$ cat config.mk
export PLATFORM = sky130hd
export DESIGN_NAME = pc_stack_seq
export DESIGN_NICKNAME = d
export VERILOG_FILES = /design/src/rtl/pcs_pkg.sv /design/src/rtl/pcs_cond_unit.sv /design/src/rtl/pcs_stack_engine.sv /design/src/rtl/pc_stack_seq.sv
export SDC_FILE = /design/constraint.sdc
export NUM_CORES = 1
export LEC_CHECK = 0
export ABC_AREA = 0
export BUFFER_PORTS_ARGS = -buffer_cell sky130_fd_sc_hd__buf_2
export CAP_MARGIN = 10
export CORE_MARGIN = 2
export CORE_UTILIZATION = 35
export CTS_BUF_LIST = sky130_fd_sc_hd__clkbuf_16
export CTS_CLUSTER_SIZE = 12
export DETAILED_ROUTE_END_ITERATION = 6
export HOLD_SLACK_MARGIN = 0.12
export PLACE_DENSITY = 0.58
export RECOVER_POWER = 100
export SLEW_MARGIN = 10
export SYNTH_ARGS = -nofsm -noshare
export SYNTH_HDL_FRONTEND = slang
export SYNTH_SLANG_ARGS = --single-unit
$ cat constraint.sdc
create_clock -name clk -period 2.9 [get_ports clk]
set_input_delay 0.58 -clock clk [delete_from_list [all_inputs] [get_ports clk]]
set_output_delay 0.58 -clock clk [all_outputs]
set_load 0.1 [all_outputs]
$ cat src/rtl/pcs_pkg.sv
package pcs_pkg;

  typedef enum logic [2:0] {
    OP_JUMP = 3'd0,
    OP_CALL = 3'd1,
    OP_RET  = 3'd2,
    OP_PUSH = 3'd3,
    OP_POP  = 3'd4
  } op_e;

  typedef enum logic [2:0] {
    ST_IDLE,
    ST_WR_HI,
    ST_WR_LO,
    ST_RD_LO,
    ST_RD_HI
  } stk_state_e;

  // flags: [0] carry, [1] zero, [2] sign, [3] parity
  localparam int NUM_FLAGS = 4;

  // cc[2:1] picks the flag, cc[0] is the value it must have
  function automatic logic cond_holds(input logic [2:0] cc,
                                      input logic [NUM_FLAGS-1:0] flags);
    return flags[cc[2:1]] == cc[0];
  endfunction

endpackage

$ cat src/rtl/pcs_cond_unit.sv
module pcs_cond_unit
  import pcs_pkg::*;
(
  input  logic [2:0]           cc,
  input  logic [NUM_FLAGS-1:0] flags,
  input  logic                 uncond,
  output logic                 take
);

  assign take = uncond | cond_holds(cc, flags);

endmodule

$ cat src/rtl/pcs_stack_engine.sv
module pcs_stack_engine
  import pcs_pkg::*;
#(
  parameter int BYTE_W  = 8,
  parameter int SP_INIT = 0,
  localparam int ADDR_W = 2 * BYTE_W
) (
  input  logic              clk,
  input  logic              rst,
  input  logic              start_wr,
  input  logic              start_rd,
  input  logic [ADDR_W-1:0] wr_word,
  input  logic [BYTE_W-1:0] mem_rdata,
  output logic [ADDR_W-1:0] mem_addr,
  output logic              mem_we,
  output logic              mem_re,
  output logic [BYTE_W-1:0] mem_wdata,
  output logic [ADDR_W-1:0] sp,
  output logic              busy,
  output logic              last_beat,
  output logic [ADDR_W-1:0] beat_word
);

  stk_state_e        state_q;
  logic [ADDR_W-1:0] sp_q;
  logic [ADDR_W-1:0] word_q;
  logic [ADDR_W-1:0] sp_below;
  logic [ADDR_W-1:0] sp_above;

  function automatic logic [ADDR_W-1:0] sp_step(input logic [ADDR_W-1:0] v,
                                                input logic down);
    return down ? v - 1'b1 : v + 1'b1;
  endfunction

  assign sp_below = sp_step(sp_q, 1'b1);
  assign sp_above = sp_step(sp_q, 1'b0);

  always_comb begin
    mem_addr  = sp_q;
    mem_we    = 1'b0;
    mem_re    = 1'b0;
    mem_wdata = '0;
    case (state_q)
      ST_WR_HI: begin
        mem_addr  = sp_below;
        mem_we    = 1'b1;
        mem_wdata = word_q[ADDR_W-1:BYTE_W];
      end
      ST_WR_LO: begin
        mem_addr  = sp_below;
        mem_we    = 1'b1;
        mem_wdata = word_q[BYTE_W-1:0];
      end
      ST_RD_LO, ST_RD_HI: begin
        mem_re    = 1'b1;
      end
      default: ;
    endcase
  end

  always_ff @(posedge clk) begin
    if (rst) begin
      state_q <= ST_IDLE;
      sp_q    <= SP_INIT[ADDR_W-1:0];
      word_q  <= '0;
    end else begin
      case (state_q)
        ST_IDLE: begin
          if (start_wr) begin
            word_q  <= wr_word;
            state_q <= ST_WR_HI;
          end else if (start_rd) begin
            state_q <= ST_RD_LO;
          end
        end
        ST_WR_HI: begin
          sp_q    <= sp_below;
          state_q <= ST_WR_LO;
        end
        ST_WR_LO: begin
          sp_q    <= sp_below;
          state_q <= ST_IDLE;
        end
        ST_RD_LO: begin
          word_q[BYTE_W-1:0] <= mem_rdata;
          sp_q               <= sp_above;
          state_q            <= ST_RD_HI;
        end
        ST_RD_HI: begin
          sp_q    <= sp_above;
          state_q <= ST_IDLE;
        end
        default: state_q <= ST_IDLE;
      endcase
    end
  end

  assign sp        = sp_q;
  assign busy      = (state_q != ST_IDLE);
  assign last_beat = (state_q == ST_WR_LO) || (state_q == ST_RD_HI);
  assign beat_word = {mem_rdata, word_q[BYTE_W-1:0]};

endmodule

$ cat src/rtl/pc_stack_seq.sv
module pc_stack_seq
  import pcs_pkg::*;
#(
  parameter int BYTE_W  = 8,
  parameter int SP_INIT = 0,
  localparam int ADDR_W = 2 * BYTE_W
) (
  input  logic                 clk,
  input  logic                 rst,
  input  logic                 req,
  input  logic [2:0]           op,
  input  logic                 uncond,
  input  logic [2:0]           cc,
  input  logic [NUM_FLAGS-1:0] flags,
  input  logic [ADDR_W-1:0]    target,
  input  logic [ADDR_W-1:0]    next_pc,
  input  logic [ADDR_W-1:0]    pair_in,
  output logic [ADDR_W-1:0]    mem_addr,
  output logic                 mem_we,
  output logic                 mem_re,
  output logic [BYTE_W-1:0]    mem_wdata,
  input  logic [BYTE_W-1:0]    mem_rdata,
  output logic [ADDR_W-1:0]    pc,
  output logic [ADDR_W-1:0]    sp,
  output logic                 busy,
  output logic                 done,
  output logic [ADDR_W-1:0]    pop_word
);

  // named internal events
  logic              accept;
  logic              take;
  logic              is_jump;
  logic              flow_mem;   // taken call or return
  logic              start_wr;
  logic              start_rd;
  logic              last_beat;
  logic [ADDR_W-1:0] beat_word;
  logic [ADDR_W-1:0] wr_word;

  logic [ADDR_W-1:0] pc_q;
  logic [ADDR_W-1:0] pop_q;
  logic [ADDR_W-1:0] target_q;
  logic              done_q;
  op_e               op_q;

  pcs_cond_unit u_cond (
    .cc     (cc),
    .flags  (flags),
    .uncond (uncond),
    .take   (take)
  );

  assign accept   = req && !busy;
  assign is_jump  = (op == OP_JUMP);
  assign flow_mem = take && ((op == OP_CALL) || (op == OP_RET));
  assign start_wr = accept && ((take && (op == OP_CALL)) || (op == OP_PUSH));
  assign start_rd = accept && ((take && (op == OP_RET)) || (op == OP_POP));
  assign wr_word  = (op == OP_CALL) ? next_pc : pair_in;

  pcs_stack_engine #(
    .BYTE_W  (BYTE_W),
    .SP_INIT (SP_INIT)
  ) u_stack (
    .clk       (clk),
    .rst       (rst),
    .start_wr  (start_wr),
    .start_rd  (start_rd),
    .wr_word   (wr_word),
    .mem_rdata (mem_rdata),
    .mem_addr  (mem_addr),
    .mem_we    (mem_we),
    .mem_re    (mem_re),
    .mem_wdata (mem_wdata),
    .sp        (sp),
    .busy      (busy),
    .last_beat (last_beat),
    .beat_word (beat_word)
  );

  always_ff @(posedge clk) begin
    if (rst) begin
      pc_q     <= '0;
      pop_q    <= '0;
      target_q <= '0;
      done_q   <= 1'b0;
      op_q     <= OP_JUMP;
    end else begin
      done_q <= 1'b0;
      if (accept) begin
        op_q     <= op_e'(op);
        target_q <= target;
        if (!flow_mem) begin
          pc_q <= (is_jump && take) ? target : next_pc;
        end
        if (!(start_wr || start_rd)) begin
          done_q <= 1'b1;
        end
      end
      if (last_beat) begin
        done_q <= 1'b1;
        case (op_q)
          OP_CALL: pc_q  <= target_q;
          OP_RET:  pc_q  <= beat_word;
          OP_POP:  pop_q <= beat_word;
          default: ;
        endcase
      end
    end
  end

  assign pc       = pc_q;
  assign done     = done_q;
  assign pop_word = pop_q;

endmodule

==> summary.md, run 1 <==
| Metric | Value |
|---|---|
| Worst setup margin | 87.7 ps |
| Die footprint | 14400 sq um |
| Element type at the critical path end | primary output |
| Final WL | 14800 um |
| Synth top area cells | dfxtp_1 (37%), mux2i_1 (11%), nand2_1 (5.1%) |
| Commonest non-fill, non-tap cells in the layout | buf_2 (82), dfxtp_1 (73), nand2_1 (64) |
| Asr flop ratio synth | 0% |
| Net Sw Power | 2.05 mW |
| I/O Pins | 146 |
| Post-synth top area share | 37.1% |
| Power Internal | 2.60 mW |
| 1st-iter DRT viols | 420 |
| Post-DP HPWL | 11300 um |
| CTS tree | done |
| Top FF cell, synth | dfxtp_1 |
| Peak supply drop | 0.000274 V |
| Layout cells sized above 1 | 27.7% |
| Clock Pin Slew Worst Setup and Hold Paths | 70 ps |
| Cell with the largest stage delay on the worst path | or4bb_4 |
| Num rows | 42 |
| Crit start category | register |
| Power per cell area | 712 nW/um^2 |
| Routability cong. | 0.858 |
| Setup_tns | 0 ps |
| WP data required | 2320 ps |
| Initial DRT Pass Iterations | 5 |
| Final Hold Vio Count | 0 |
| Crit path time final | 2810 ps |
| RSZ-0062 raised after global routing | true |
| Crit path largest cell delay | 570 ps |
| Core Region | 13200 sq um |
| Max layer used | met4 |
| Antenna violations before repair | 0 |
| Crit-path cells | nor3_4, or4bb_4, nor4_4, buf_4, xor2_4, buf_12 |
| WL per Instance | 16.6 um |
| Final setup viols | 0 |
| CP Max Fanout | 6 |
| Synth area leader | dfxtp_1 |
| Mapped Nets | 638 |
| Initial cell density of the core | 35.6% |
| Worst path arrival time | 2230 ps |
| Clock network fraction of total power | 26.5% |
| Final ANT Viol Nets | 0 |
| Clk_skew | 6.95 ps |
| First-pass GRT wire length | 24000 um |
| Placed cell area | 6160 sq um |
| M1 WL | 6860 um |
| Worst hold slack | 457 ps |
| Area Growth Syn to Fin | 39.0% |
| Root buffer cell | clkbuf_16 |
| Leading cell type in the layout, fill and taps excluded | buf_2 |
| Delay-heaviest family, CP | simple AND/OR/NAND/NOR gates |
| Max-Cap Viols | 0 |
| Wire length on met2 | 6750 um |
| Die width | 120 um |
| Die height | 120 um |
| Setup CP Type | register to primary output |
| Hold crit path type | register to register |
| Vias per cell | 5.31 |
| Gr ovfl total | 0 |
| Vias | 4732 |
| Number of H-tree levels | 3 |
| Max_slew headroom | 16.8% |
| Cells after Synth | 566 |
| Combinational Power Share | 42.8% |
| Vias in the first global route | 4548 |
| Synth unique cells | 61 |
| EDFF count, synth | 0 |
| PortBufs | 145 |
| Worst-margin pin slew | 1250 ps |
| Worst slack, placed | 176 ps |
| Post-Layout Inst Area | 6530 sq um |
| Antenna cells | 0 |
| Final Cycle Share | 97.0% |
| Nets@finish | 782 |
| FF+latch count, synth | 87 |
| Syn Std Cell Area | 4700 sq um |
| Max Clk Rate | 0.356 GHz |
| Sequential area share after synthesis | 37.1% |
| Status | complete, no violations |
| Worst skew pair latency | 350 ps |
| Lkg Pwr | 2.65 nW |
| Sw Share | 44.1% |
| Total GRT Usage | 20.9% |
| Post-Syn Area per Cell | 8.30 sq um |
| # DRC | 0 |
| Largest net degree at the start of global routing | 35 |
| Metal3 WL | 967 um |
| Cts bufs inserted | 9 |
| Fin. max-slew vios | 0 |
| Clock sinks | 87 |
| Buf/Inv on CP | 2 |
| YS warnings | 0 |
| CTS Buffer Depth | 2 |
| Fillers | 1295 |
| Sequential share of power | 30.7% |
## area by class of cell
type / instances / area [sq um] / area share, %
Clock buffer: 9 / 225 / 3.45
Clock inverter: 7 / 82.6 / 1.27
Inverter: 7 / 33.8 / 0.518
Multi-Input combinational cell: 425 / 3040 / 46.6
Sequential cell: 87 / 1780 / 27.2
Tap cell: 176 / 220 / 3.37
Timing Repair Buffer: 180 / 1140 / 17.5
## sequential cells by signal, indices dropped and copies added (netlist names)
name,count
u_stack.word_q,16
op_q,3
target_q,16
u_stack.state_q,3
pop_word,16
u_stack.sp,16
done,1
pc,16
## worst paths after layout
check | from | to | slack, ps | cells past startpoint
worst max-delay path | u_stack.sp[7]$_SDFFE_PP0P_ | mem_addr[14] | 90 | 6
worst min-delay path | target_q[13]$_SDFFE_PP0N_ | target_q[13]$_SDFFE_PP0N_ | 460 | 2
worst max register to register | u_stack.state_q[2]$_SDFFE_PP0P_ | u_stack.sp[11]$_SDFFE_PP0P_ | 240 | 6
worst min register to register | target_q[13]$_SDFFE_PP0N_ | target_q[13]$_SDFFE_PP0N_ | 460 | 2
## worst reg2reg max path: cells and delay by family (launching register included)
kind            cells  cell delay [ps]
flops               1              460
buf+inv             1              240
compound gates      1              850
simple gates        4             1020
## metrics by stage
| step | util (%) | power (mW) | std cells |
|---|---|---|---|
| 2_1_floorplan | - | 2.88 | 566 |
| 3_3_place_gp | 46.7 | 3.37 | 862 |
| 3_5_place_dp | 46.7 | 3.39 | 862 |
| 4_1_cts | 49.5 | 4.64 | 883 |
| 5_1_grt | 49.5 | 4.82 | 891 |
| 6_report | 49.5 | 4.65 | 891 |
## Yosys cell counts (2+ instances only)
master,number
inv_1,7
dfxtp_1,87
buf_2,2
or3_1,2
o21a_1,3
o31ai_1,9
a22oi_1,25
o21ai_0,6
o21ai_1,11
nor2b_1,4
and3_1,11
xor2_1,11
clkbuf_1,36
a31oi_1,18
and2_1,5
nor2_1,64
nor4b_1,3
ha_1,2
o32ai_1,2
xnor2_1,14
nand3_1,7
nor4_2,2
mux2i_1,52
a211oi_1,9
a2111oi_0,2
nor3_1,15
buf_4,4
buf_6,3
or4b_1,3
a21oi_1,42
buf_1,2
nand2_1,64
nand2b_1,5
nor3b_1,3
nor4_1,4
nand3b_1,2
## timing repair
item                                   4_1_cts  5_1_grt
endpoints found under the hold margin        0        0
hold buffers                                 0        0
gates resized for setup                      7        8
buffers inserted                             5        8
pin swaps                                    2        5
setup endpoints to repair                    4       12
## power by group through the flow
stage / Clock [mW] / Combinational (mW) / Sequential (mW)
floorplan: 0 / 1.11 / 1.78
global placement: 0 / 1.91 / 1.46
detailed placement: 0 / 1.93 / 1.46
CTS: 1.25 / 1.96 / 1.43
global route: 1.29 / 2.08 / 1.44
finish: 1.23 / 1.99 / 1.43
## cell families (layout without fill, tap and decap cells)
group	Yosys count	count (layout)	share of synthesized area (%)
buffers and inverters	54	203	5.17
adder cells (fa/ha/maj)	3	3	0.746
multiplexers	54	54	11.6
XOR/XNOR	26	26	5.01
AO/OA/AOI/OAI	137	137	19.1
AND/OR/NAND/NOR	205	205	21.3
flip-flops	87	87	37.1
## metal layers
layer,vias up,global-route usage [%]
met5,-,0
met4,0,6.84
met3,19,4.13
met2,191,32.4
met1,2201,29.1
li1,2321,-
No activity file was read; power rests on OpenSTA's default activity.
==> run 2: changes to the inputs <==
--- a/config.mk
+++ b/config.mk
@@ -8,14 +8,13 @@
 export ABC_AREA = 0
 export BUFFER_PORTS_ARGS = -buffer_cell sky130_fd_sc_hd__buf_2
 export CAP_MARGIN = 10
-export CORE_MARGIN = 2
+export CORE_MARGIN = 3
 export CORE_UTILIZATION = 35
 export CTS_BUF_LIST = sky130_fd_sc_hd__clkbuf_16
 export CTS_CLUSTER_SIZE = 12
 export DETAILED_ROUTE_END_ITERATION = 6
 export HOLD_SLACK_MARGIN = 0.12
 export PLACE_DENSITY = 0.58
-export RECOVER_POWER = 100
 export SLEW_MARGIN = 10
 export SYNTH_ARGS = -nofsm -noshare
 export SYNTH_HDL_FRONTEND = slang
==> run 2 against run 1 <==
Against the previous run: clock power shrank 6%; critical path depth unchanged; register-to-register slack improved by 290 ps; cell area grew 0.63%; critical path type unchanged; critical endpoint unchanged; largest cell class unchanged; largest power group unchanged.
==> summary.md, run 2 (same netlist as run 1, synthesis figures left out) <==
| Metric | Value |
|---|---|
| Status | complete, no violations |
| Setup_tns | 0 ps (unchanged) |
| Vias in the first global route | 4508 (-0.88%) |
| Worst skew pair latency | 350 ps (about the same) |
| Number of H-tree levels | 3 (unchanged) |
| Antenna cells | 0 (unchanged) |
| Crit start category | register |
| Layout cells sized above 1 | 34.2% (+6.5 points) |
| Total GRT Usage | 20.7% (-0.17 points) |
| M1 WL | 7040 um (+2.6%) |
| Lkg Pwr | 2.84 nW (+7.3%) |
| WL per Instance | 17.3 um (+4.0%) |
| Post-DP HPWL | 11400 um (+1.5%) |
| Initial cell density of the core | 36.5% (+0.87 points) |
| WP data required | 2320 ps (about the same) |
| Worst slack, placed | 189 ps (+12.8 ps) |
| Root buffer cell | clkbuf_16 |
| Max_slew headroom | 26.1% (+9.3 points) |
| Fin. max-slew vios | 0 (unchanged) |
| Element type at the critical path end | primary output |
| Setup CP Type | register to primary output |
| Max-Cap Viols | 0 (unchanged) |
| Nets@finish | 780 (-0.26%) |
| Peak supply drop | 0.000301 V (+9.9%) |
| Cts bufs inserted | 9 (unchanged) |
| Total power | 4.58 mW (-1.5%) |
| Antenna violations before repair | 0 (unchanged) |
| Layout Cells excl Fill | 885 (-0.67%) |
| Fin util | 51.0% (+1.5 points) |
| CTS Hold Bufs | 0 (unchanged) |
| First-pass GRT wire length | 24200 um (+0.63%) |
| Leading cell type in the layout, fill and taps excluded | buf_2 |
| R2R depth | 6 (unchanged) |
| Die height | 122 um (+1.7%) |
| # DRC | 0 (unchanged) |
| Final WL | 15300 um (+3.3%) |
| Vias | 4734 (+0.042%) |
| Gr ovfl total | 0 (unchanged) |
| Hold-critical path depth | 2 (unchanged) |
| Final Hold Vio Count | 0 (unchanged) |
| CTS Buffer Depth | 2 (unchanged) |
| Final ANT Viol Nets | 0 (unchanged) |
| CTS tree | done |
| Hold crit path type | register to register |
| Core Region | 12900 sq um (-2.4%) |
| Post-Layout Inst Area | 6570 sq um (+0.63%) |
| Worst-margin pin slew | 1100 ps (-150 ps) |
| Final setup viols | 0 (unchanged) |
| Vias per cell | 5.35 (+0.72%) |
| Routability cong. | 0.859 (about the same) |
| Placed cell area | 6160 sq um (+0.12%) |
| Worst hold slack | 458 ps (+0.526 ps) |
| Worst setup margin | 81.7 ps (-6.02 ps) |
| Worst path arrival time | 2240 ps (about the same) |
| Final Cycle Share | 97.2% (+0.21 points) |
| I/O Pins | 146 (unchanged) |
| Metal3 WL | 872 um (-9.8%) |
| Crit path time final | 2820 ps (+6.02 ps) |
| PortBufs | 145 (unchanged) |
| Max Clk Rate | 0.355 GHz (-0.21%) |
| Clk_skew | 6.01 ps (-0.946 ps) |
| Commonest non-fill, non-tap cells in the layout | buf_2 (130), dfxtp_1 (74), nand2_1 (64) |
| Clock Pin Slew Worst Setup and Hold Paths | 60 ps (about the same) |
| Initial DRT Pass Iterations | 5 (unchanged) |
| Die footprint | 14800 sq um (+3.4%) |
| Placed Cells | 858 (-0.46%) |
| Die width | 122 um (+1.7%) |
| 1st-iter DRT viols | 475 (+13%) |
| Clock sinks | 87 (unchanged) |
| Wire length on met2 | 7060 um (+4.6%) |
| Area Growth Syn to Fin | 39.8% |
| Power per cell area | 697 nW/um^2 (-2.1%) |
| Max layer used | met4 |
| CP Max Fanout | 9 (+3) |
| Largest net degree at the start of global routing | 53 (+51%) |
| Num rows | 41 (-2.4%) |
[run 2: cell type report]
class / instances / area [sq um]
fill: 1238 / 6310
multi-input combinational: 425 / 3040
sequential: 87 / 1780
timing repair buffer: 178 / 1210
clock buffer: 9 / 225
tap: 172 / 215
clock inverter: 7 / 65.1
inverter: 7 / 33.8
[run 2: final timing paths]
path,endpoint,from,slack (ps)
setup reg to reg,u_stack.sp[14]$_SDFFE_PP0P_,u_stack.state_q[2]$_SDFFE_PP0P_,530
setup / recovery,mem_addr[14],u_stack.sp[5]$_SDFFE_PP0P_,80
hold reg to reg,target_q[6]$_SDFFE_PP0N_,target_q[6]$_SDFFE_PP0N_,460
hold / removal,target_q[6]$_SDFFE_PP0N_,target_q[6]$_SDFFE_PP0N_,460
[run 2: where the power goes]
part / internal, mW / total [mW] / leakage, nW / switching [mW]
combinational: 0.626 / 1.99 / 1.98 / 1.37
clock: 0.662 / 1.16 / 0.150 / 0.496
sequential: 1.29 / 1.42 / 0.718 / 0.134
[run 2: worst max-delay path, stage by stage (launching register included)]
cell	delay, ps
dfxtp_4	380
nor3_1	170
or4bb_4	570
nor4_4	210
buf_4	180
xor2_4	180
buf_12	190
[run 2: what timing repair did]
item / in CTS / in global routing
setup buffers: 5 / 6
endpoints found under the setup margin: 1 / 6
cloned: 0 / 0
pin swaps: 2 / 4
gates resized for setup: 7 / 3
[run 2: routing by layer]
metal	up-vias	global-route usage (%)
met5	-	0
met4	0	6.79
met3	23	3.48
met2	165	31.8
met1	2232	29.6
li1	2314	-
==> run 3: changes to the inputs <==
--- a/config.mk
+++ b/config.mk
@@ -5,16 +5,16 @@
 export SDC_FILE = /design/constraint.sdc
 export NUM_CORES = 1
 export LEC_CHECK = 0
-export ABC_AREA = 0
-export BUFFER_PORTS_ARGS = -buffer_cell sky130_fd_sc_hd__buf_2
+export ABC_AREA = 1
 export CAP_MARGIN = 10
 export CORE_MARGIN = 3
 export CORE_UTILIZATION = 35
 export CTS_BUF_LIST = sky130_fd_sc_hd__clkbuf_16
 export CTS_CLUSTER_SIZE = 12
 export DETAILED_ROUTE_END_ITERATION = 6
+export DONT_BUFFER_PORTS = 1
 export HOLD_SLACK_MARGIN = 0.12
-export PLACE_DENSITY = 0.58
+export PLACE_DENSITY = 0.49
 export SLEW_MARGIN = 10
 export SYNTH_ARGS = -nofsm -noshare
 export SYNTH_HDL_FRONTEND = slang
==> run 3 against run 2 <==
Against the previous run: cell area fell by 12%; clock power barely moved; sequential share of layout area rose by 3.1 points; combinational power rose by 13%; clock skew fell by 0.59 ps; highest routed layer unchanged; critical path type unchanged; global-route usage rose by 1.8 points; area after synthesis rose by 2.9%; flip-flop and latch count did not move; setup slack improved by 87 ps; routed wire length rose by 12%; via count rose by 5.6%; worst hold slack got worse by 140 ps.
==> summary.md, run 3 <==
| Metric | Value |
|---|---|
| Clk_skew | 5.41 ps (-0.594 ps) |
| Worst slack, placed | 440 ps (+252 ps) |
| Antenna cells | 0 (unchanged) |
| Core Region | 13300 sq um (+3.7%) |
| Worst skew pair latency | 350 ps (about the same) |
| Synth top area cells | dfxtp_1 (36%), nand2_1 (12%), o21ai_0 (7.3%) |
| Delay-heaviest family, CP | simple AND/OR/NAND/NOR gates |
| Final Hold Vio Count | 0 (unchanged) |
| Worst-margin pin slew | 1150 ps (+50.4 ps) |
| Layout Cells excl Fill | 933 (+5.4%) |
| FF+latch count, synth | 87 (unchanged) |
| Fillers | 1441 (+16%) |
| Fin util | 43.4% (-7.5 points) |
| Die width | 123 um (+1.4%) |
| Crit path largest cell delay | 340 ps (-230 ps) |
| Crit path time final | 2730 ps (-87.2 ps) |
| Crit-path cells | inv_1, ha_1, inv_1, nor2_2, nand2_2, nor2_4, nand4_1, xor2_1, nor2_2, a21oi_4, buf_12 |
| CTS tree | done |
| Post-synthesis adder-cell area fraction | 0.518% (-0.23 points) |
| Power per cell area | 884 nW/um^2 (+27%) |
| Worst path arrival time | 2150 ps (-90 ps) |
| Max_slew headroom | 23.0% (-3.0 points) |
| Total GRT Usage | 22.5% (+1.8 points) |
| Post-DP HPWL | 12500 um (+9.3%) |
| Most instantiated cells after synthesis | nand2_1 (153), dfxtp_1 (87), inv_1 (75), nor2_1 (71), o21ai_0 (70) |
| Synth unique cells | 39 (-36%) |
| Final setup viols | 0 (unchanged) |
| Die footprint | 15200 sq um (+2.7%) |
| Nets@finish | 824 (+5.6%) |
| Routing usage on met2 | 32.9% (+1.2 points) |
| Status | complete, no violations |
| EDFF count, synth | 0 (unchanged) |
| Antenna violations before repair | 0 (unchanged) |
| Clock Pin Slew Worst Setup and Hold Paths | 60 ps (about the same) |
| Fin. max-slew vios | 0 (unchanged) |
| Post-Syn Area per Cell | 6.61 sq um (-20%) |
| Root buffer cell | clkbuf_16 |
| Most common cell in the synthesized netlist | nand2_1 |
| Placed Cells | 915 (+6.6%) |
| Post-synthesis mux area share | 0% (-12 points) |
| # DRC | 0 (unchanged) |
| Vias per cell | 5.36 (+0.17%) |
| CTS Buffer Depth | 2 (unchanged) |
| Syn Std Cell Area | 4830 sq um (+2.9%) |
| Worst setup margin | 169 ps (+87.2 ps) |
| CTS Hold Bufs | 0 (unchanged) |
| Initial cell density of the core | 36.2% (-0.28 points) |
| Post-Layout Inst Area | 5800 sq um (-12%) |
| WP data required | 2320 ps (about the same) |
| Combinational family with the most area after synthesis | simple AND/OR/NAND/NOR gates |
| Cell with the largest stage delay on the worst path | dfxtp_4 |
| Final ANT Viol Nets | 0 (unchanged) |
| Commonest non-fill, non-tap cells in the layout | nand2_1 (152), dfxtp_1 (82), inv_1 (75) |
| Area Growth Syn to Fin | 20.0% |
| Top FF cell, synth | dfxtp_1 |
| Gr ovfl total | 0 (unchanged) |
| PortBufs | 0 (-100%) |
| Final Cycle Share | 94.2% (-3.0 points) |
| Synth area leader | dfxtp_1 |
| Vias in the first global route | 4815 (+6.8%) |
| Max Clk Rate | 0.366 GHz (+3.2%) |
| First-pass GRT wire length | 26300 um (+8.9%) |
| Global route hottest layer | met2 |
| I/O Pins | 146 (unchanged) |
| Buf/Inv on CP | 3 (+1) |
| Clock sinks | 87 (unchanged) |
| Placed cell area | 5480 sq um (-11%) |
| Mapped Nets | 803 (+26%) |
| Simple-gate share of the synthesized area | 26.3% (+5.0 points) |
| Cells after Synth | 731 (+29%) |
| Sequential area share after synthesis | 36.1% (-1.0 points) |
| Setup CP Type | register to primary output |
| Initial DRT Pass Iterations | 4 (-1) |
| Element type at the critical path end | primary output |
| Total power | 5.13 mW (+12%) |
| Lkg Pwr | 2.42 nW (-15%) |
| Cts bufs inserted | 9 (unchanged) |
| Synth Area in Compound Gates | 23.3% (+4.3 points) |
| Leading cell type in the layout, fill and taps excluded | nand2_1 |
| WL per Instance | 18.3 um (+6.0%) |
| Crit start category | register |
| Routability cong. | 0.843 (-1.8%) |
| Grt met3 use | 5.58% (+2.1 points) |
| Num rows | 42 (+2.4%) |
| Final WL | 17100 um (+12%) |
| Post-Synth XOR/XNOR Area | 2.90% (-2.1 points) |
| Vias | 4999 (+5.6%) |
| Largest net degree at the start of global routing | 47 (-11%) |
| Post-synth top area share | 36.1% (-1.0 points) |
| Asr flop ratio synth | 0% (unchanged) |
| CP Max Fanout | 5 (-4) |
| 1st-iter DRT viols | 346 (-27%) |
| Die height | 123 um (+1.4%) |
| Peak supply drop | 0.000328 V (+8.8%) |
| YS warnings | 0 (unchanged) |
| Hold crit path type | input pin to register |
| Number of H-tree levels | 3 (unchanged) |
| Layout cells sized above 1 | 17.4% (-17 points) |
| Met1 global-route usage | 32.6% (+3.0 points) |
| Max-Cap Viols | 0 (unchanged) |
==> run 3: cell count changes after synthesis, sizes merged, moves of 12 or more <==
cell,previous run,this run
mux2i,52,0
inv,7,84
nand2,64,158
o22ai,1,16
clkbuf,36,21
o21ai,17,76
nor2,64,76
a21oi,42,63
xnor2,14,0
a22oi,25,1
nand3,7,39
==> run 3: layer usage <==
metal  vias up  routed length (um)
met5         -                   0
met3        17                1380
met1      2340                8150
met4         0                 259
met2       169                7280
li1       2473                   -
==> run 3: kinds of logic (layout without fill, tap and decap cells) <==
logic type,count (synthesis),count (layout)
xor+xnor,16,16
compound gates,201,201
fa+ha+maj,2,2
buf+inv,127,153
flops,87,87
simple gates,298,298
==> run 3: timing repair <==
item                                    in CTS  in global routing
endpoints found under the setup margin       0                  3
setup buffers                                0                  2
gates resized for setup                      0                  4
==> run 3: per-stage QoR <==
| step | hold slack [ps] | TNS (ps) |
|---|---|---|
| 3_3_place_gp | 437 | 0 |
| 3_5_place_dp | 444 | 0 |
| 4_1_cts | 290 | 0 |
| 6_report | 315 | 0 |
| 5_1_grt | 293 | -5.26 |
| 2_1_floorplan | 430 | -3360 |
==> run 3: layout make-up <==
type	count	area [sq um]	area share [%]
clock inverters	7	70.1	1.21
flip-flops and latches	87	1750	30.2
clock buffers	9	225	3.88
well taps	176	220	3.80
multi-input cells	517	2720	47.0
repair buffers	52	490	8.46
inverters	85	319	5.50
==> run 3: worst paths after layout <==
path	from	endpoint	slack, ps	depth (start not counted)
worst max-delay path	u_stack.sp[0]$_SDFFE_PP0P_	mem_addr[12]	170	11
worst min-delay path	rst	u_stack.sp[13]$_SDFFE_PP0P_	320	1
worst max register to register	u_stack.sp[2]$_SDFFE_PP0P_	u_stack.sp[15]$_SDFFE_PP0P_	710	10
worst min register to register	target_q[5]$_SDFFE_PP0N_	target_q[5]$_SDFFE_PP0N_	450	2
==> run 3: where the power goes <==
part | internal (mW) | switching [mW]
combinational | 0.587 | 1.67
clock | 0.670 | 0.521
sequential | 1.32 | 0.358
